--- src/rtl/smAddSubPkg.sv ---
package smAddSubPkg;
  typedef struct packed {
    logic negA;
    logic negB;
  } smCtrl_t;
endpackage

--- src/rtl/smCla.sv ---
module smCla #(
  parameter int W = 5
) (
  input  logic [W-1:0] aIn,
  input  logic [W-1:0] bIn,
  input  logic         cIn,
  output logic [W-1:0] sum,
  output logic         cOut
);
  logic [W-1:0] gen;
  logic [W-1:0] prop;
  logic [W:0]   carry;

  assign gen  = aIn & bIn;
  assign prop = aIn ^ bIn;

  // each carry is a two-level sum of products, no chained terms
  always_comb begin
    carry[0] = cIn;
    for (int i = 0; i < W; i++) begin
      logic acc;
      acc = cIn;
      for (int j = 0; j <= i; j++) acc = acc & prop[j];
      for (int k = 0; k <= i; k++) begin
        logic term;
        term = gen[k];
        for (int j = k + 1; j <= i; j++) term = term & prop[j];
        acc = acc | term;
      end
      carry[i+1] = acc;
    end
  end

  assign sum  = prop ^ carry[W-1:0];
  assign cOut = carry[W];
endmodule

--- src/rtl/smCtrl.sv ---
module smCtrl
  import smAddSubPkg::*;
(
  input  logic    signA,
  input  logic    signB,
  input  logic    subSel,
  output smCtrl_t strobes
);
  assign strobes.negA = signA;
  assign strobes.negB = signB ^ subSel;
endmodule

--- src/rtl/smDatapath.sv ---
module smDatapath
  import smAddSubPkg::*;
#(
  parameter int MAG_W = 3,
  localparam int RES_W = MAG_W + 2
) (
  input  logic [MAG_W-1:0] magA,
  input  logic [MAG_W-1:0] magB,
  input  smCtrl_t          strobes,
  output logic [RES_W-1:0] res
);
  localparam int PAD_W = RES_W - MAG_W;

  logic [RES_W-1:0] extA, extB, gatedA, gatedB, convA;
  logic             unusedA, unusedS;

  assign extA   = {{PAD_W{1'b0}}, magA};
  assign extB   = {{PAD_W{1'b0}}, magB};
  assign gatedA = extA ^ {RES_W{strobes.negA}};
  assign gatedB = extB ^ {RES_W{strobes.negB}};

  // operand A: inversion plus one through its own lookahead stage
  smCla #(.W(RES_W)) convA_i (
    .aIn(gatedA), .bIn('0), .cIn(strobes.negA), .sum(convA), .cOut(unusedA)
  );

  // operand B's "+1" rides in as the carry of the main sum
  smCla #(.W(RES_W)) sum_i (
    .aIn(convA), .bIn(gatedB), .cIn(strobes.negB), .sum(res), .cOut(unusedS)
  );
endmodule

--- src/rtl/smAddSub.sv ---
module smAddSub
  import smAddSubPkg::*;
#(
  parameter int MAG_W = 3,
  localparam int OP_W  = MAG_W + 1,
  localparam int RES_W = MAG_W + 2
) (
  input  logic [OP_W-1:0]  opA,
  input  logic [OP_W-1:0]  opB,
  input  logic             mode,
  output logic [RES_W-1:0] result
);
  smCtrl_t strobes;

  smCtrl ctrl_i (
    .signA(opA[OP_W-1]), .signB(opB[OP_W-1]), .subSel(mode), .strobes(strobes)
  );

  smDatapath #(.MAG_W(MAG_W)) dp_i (
    .magA(opA[MAG_W-1:0]), .magB(opB[MAG_W-1:0]), .strobes(strobes), .res(result)
  );
endmodule

--- config.mk ---
export PLATFORM = sky130hd
export DESIGN_NAME = smAddSub
export DESIGN_NICKNAME = d
export VERILOG_FILES = /design/src/rtl/smAddSubPkg.sv /design/src/rtl/smCla.sv /design/src/rtl/smCtrl.sv /design/src/rtl/smDatapath.sv /design/src/rtl/smAddSub.sv
export SDC_FILE = /design/constraint.sdc
export NUM_CORES = 1
export LEC_CHECK = 0
export ABC_CLOCK_PERIOD_IN_PS = 1650
export BUFFER_PORTS_ARGS = -buffer_cell sky130_fd_sc_hd__buf_2
export CAP_MARGIN = 20
export CORE_AREA = 10 10 47 49
export DETAILED_ROUTE_END_ITERATION = 7
export DIE_AREA = 0 0 57 59
export GPL_TIMING_DRIVEN = 0
export PLACE_DENSITY = 0.51
export REMOVE_ABC_BUFFERS = 1
export SETUP_SLACK_MARGIN = 0.05
export SLEW_MARGIN = 20
export SYNTH_ARGS = -nofsm -noshare
export SYNTH_HDL_FRONTEND = slang
export SYNTH_SLANG_ARGS = --single-unit
--- constraint.sdc ---
create_clock -name vclk -period 1.65
set_input_delay 0 -clock vclk [all_inputs]
set_output_delay 0 -clock vclk [all_outputs]
set_load 0.05 [all_outputs]
=== Word-level counts from Yosys, hierarchy flattened ===
Cells that the tools add are included.

* Bitwise gates (word level): 31

{| class="wikitable"
|+ Operator list
! cell !! count
|-
| $xor 5x5->5 || 3
|-
| $and 1x1->1 || 14
|-
| $or 1x1->1 || 10
|-
| $xor 3x5->5 || 2
|-
| $and 4x4->4 || 1
|-
| $xor 1x1->1 || 1
|}

* Flip-flop bits (word level): 0
* Input port bits: 9
* Output and inout port bits: 5
* Word-level logic and storage cells: 31

=== Longest topological paths before layout ===
* Depth after elaboration: 16
* Gate-level depth with buffers: 8

=== Modules after synthesis ===
Synthesis repeated with hierarchy kept, for this count alone.

* Cells, all modules: 49
* Area total of the unflattened synthesis: 470.5 sq um

{| class="wikitable"
|+ Modules (own cells, without submodules)
! module !! instances !! cells each !! area an instance (sq um)
|-
| smCla || 2 || 20 || 198.9
|-
| smDatapath || 1 || 7 || 56.3
|-
| smCtrl || 1 || 2 || 16.3
|}

=== Worst setup path after synthesis ===
Ideal clock, no wire load.

* Path type: input -> output
* From: input opA[0]
* To: output result[4]
* Data arrival time: 2.115 ns
* Data required time: 1.650 ns
* Path slack: -0.465 ns
* Stages: 8
* Path through: inv_1 -> ha_1 -> ha_1 -> ha_1 -> ha_1 -> nor3_1 -> a211oi_1 -> xnor2_1

* Longest elaborated chain between the ends: 12
* Elaborated cells on any way between the ends: 23
* Classes of those cells: bitwise: 23

{| class="wikitable"
|+ Ends and longest elaborated chain
! what !! line !! text
|-
| start, declared || smAddSub.sv:8 || <nowiki>input logic [OP_W-1:0] opA,</nowiki>
|-
| $xor 3x5->5 * || smDatapath.sv:19 || <nowiki>assign gatedA = extA ^ {RES_W{strobes.negA}};</nowiki>
|-
| $xor 5x5->5 * || smCla.sv:34 || <nowiki>assign sum = prop ^ carry[W-1:0];</nowiki>
|-
| $xor 5x5->5 (tied with other cells) || smCla.sv:15 || <nowiki>assign prop = aIn ^ bIn;</nowiki>
|-
| $and 1x1->1 (tied with other cells) (2 in series) || -- ||
|-
| $and 1x1->1 / $xor 5x5->5 (equally long branches) || -- ||
|-
| $and 1x1->1 || -- ||
|-
| $or 1x1->1 (4 in series) || smCla.sv:28 || <nowiki>acc = acc | term;</nowiki>
|-
| $xor 5x5->5 * || smCla.sv:34 ||
|-
| end, declared || smAddSub.sv:11 || <nowiki>output logic [RES_W-1:0] result</nowiki>
|}

Every way passes the cells marked *; elsewhere a longest branch is shown, timed or not.

=== Worst setup path in the final report ===
* From: input opA[3]
* To: output result[4]

* Longest elaborated chain between the ends: 12
* Elaborated cells on any way between the ends: 23
* Classes of those cells: bitwise: 23

{| class="wikitable"
|+ Ends and longest elaborated chain
! what !! line
|-
| $xor 3x5->5 || smDatapath.sv:19
|-
| $xor 5x5->5 * || smCla.sv:34
|-
| $xor 5x5->5 (tied with other cells) || smCla.sv:15
|-
| $and 1x1->1 (tied with other cells) (2 in series) || --
|-
| $and 1x1->1 / $xor 5x5->5 (equally long branches) || --
|-
| $and 1x1->1 || --
|-
| $or 1x1->1 (4 in series) || smCla.sv:28
|-
| $xor 5x5->5 * || smCla.sv:34
|}

Marked as above.

==> results by group <==
Detailed routing
  • Vias/cell: 4.39
  • Drt first-iter violations: 1
  • Residual DRC count: 0
  • Total iterations of the first detailed-routing run: 2
  • WL/cell: 12.5 um
  • DR vias: 303
  • Antenna viol nets, final: 0
  • Total wire length: 865 um

Logic synthesis
  • Syn Inst Count: 34
  • Cell area after synthesis: 302 sq um
  • Part of the Yosys area used for sequential elements: 0%
  • Yosys cell types: 15
  • Mean Syn Cell Area: about 9 sq um
  • Synth Warn #: 0
  • Post-synth top area share: 33.2%
  • Leading area contributor after synthesis: ha_1
  • Largest cells by area after synthesis: ha_1 33%, xnor2_1 20%, xnor2_2 11%

Die
  • Die H: 59 um
  • Core region area: 1400 sq um
  • Die area: about 3400 sq um
  • Starting Density: 21.5%
  • Die W: 57 um
  • Row count: 14
  • Ports: 14

Power and ir drop
  • Max VDD drop: around 0.00054 V
  • PnR Total Power: 675 uW
  • P per Cell Area: around 1100 nW/um^2
  • Static leakage: 0.000259 uW

CTS
  • # hold bufs at CTS: 0

Global route
  • Antenna violations before repair: 0
  • Largest net degree at the start of global routing: 7
  • Total grt overflow: 0
  • GRT Total Usage: 4.39%
  • Vias in the first global route: 315
  • First-pass GRT wire length: around 1.3 mm

Timing
  • TNS Setup: -13.5 ps
  • Max-slew violations: 0
  • Setup violators final: 1
  • Slew headroom: 83.3%
  • F_max: 601 MHz
  • Tcrit/Tclk final: 101%
  • Fin Hold WS: around 530 ps
  • Final setup margin: -13.5 ps
  • Least-Margin Pin Slew: 248 ps
  • Final Hold Vio Count: 0
  • RSZ-0062 raised after global routing: yes
  • Min cycle time layout: roughly 1700 ps

Layout
  • Seq_cells: 0
  • Fill cell count: 148
  • Clock buffers: 0
  • Design Area, Final: 602 sq um
  • Area delta synth->final: 99.6%
  • Seq. cell area: 0 sq um
  • Layout cells sized above 1: 69.8%
  • Most frequent cells in the layout: 8 x buf_2, 8 x buf_4, 6 x xnor2_1
  • Core Util, Final: 42.9%
  • Area of the multi-input gates: 429 sq um
  • Net count, final: between 70 and 80
  • # diodes: 0

Worst setup path
  • Crit Path Max Fanout: 5
  • Crit-path leading delay family: adder cells
  • CP endpoint kind: output pin
  • Crit-path cells: buf_12 > xor2_1 > ha_2 > mux2_4 > ha_4 > nor2_4 > a211oi_2 > xnor2_1 > buf_4
  • Crit path arrival time: 1660 ps
  • Crit Path Category: in2out
  • WP buf/inv: 2
  • Startpoint types: input pin
  • Slowest cell on crit path: mux2_4
  • WP data required: 1650 ps
  • Crit-path max cell delay: between 300 and 400 ps

Placement
  • DP Wirelength: 575 um
  • Port-buffer cells: 14
  • Routability cong.: 0.692
  • Cell Area, Placed: 392 sq um

Min path
  • Worst Hold Class: in2out

Status
  • Outcome: finished with violations
  • Failing checks: negative setup slack

Run
  • Max_cap viols: 0
[through the flow]
stage / instances / setup WS [ps]
2_1_floorplan: 34 / -465
3_3_place_gp: 64 / -374
3_5_place_dp: 64 / -388
4_1_cts: 65 / -15.7
5_1_grt: 69 / -74.4
6_report: 69 / -13.5
[worst min-delay path, delay by kind of cell]
family | cells | cell delay (ps)
buffers and inverters | 2 | 310
XOR/XNOR | 1 | 130
multiplexers | 1 | 90
[routing by layer]
metal	wire, um	track usage [%]	part of all wire [%]	vias up
met5	0	0	0	-
met1	335	4.94	39	137
met4	0	0	0	0
li1	-	-	-	157
met3	27	0.429	3.1	0
met2	502	8.99	58	9
[where the power goes]
part           switching [uW]  internal (uW)
Sequential                  0              0
Combinational             408            268
Clock                       0              0
Total                     408            268
[cells in the mapped netlist]
library cell and instances:
ha_1 8, xnor2_1 7, nor2_1 3, xor2_1 3, nor3_1 2, xnor2_2 2, a211oi_1 1, a21oi_1 1
and2b_1 1, inv_1 1, inv_2 1, mux2_2 1, mux2i_1 1, nor2b_1 1, o21ai_0 1
[kinds of logic after synthesis]
logic type	count (synthesis)	share of synthesized area, %
and+or+nand+nor	7	11.6
buffers and inverters	2	2.49
muxes	2	7.05
AOI/OAI and AO/OA	3	5.81
adders and majority gates	8	33.2
xor gates and xnor gates	12	39.8
[repair_timing]
action                                  4_1_cts  5_1_grt
hold endpoints to repair                      0        0
setup buffers                                 1        4
gates resized for setup                      23        9
pin swaps                                     6       12
endpoints found under the setup margin        3        3
[final timing paths]
check	start	end	slack, ps	cells after the start
worst max-delay path	opA[3]	result[4]	-10	9
worst min-delay path	opB[0]	result[1]	530	4
[cell type report]
class	instances	share of cell area (%)
well taps	16	3.33
inverters	2	1.66
multi-input cells	32	71.3
repair buffers	19	23.7
No activity file was read; power rests on OpenSTA's default activity.
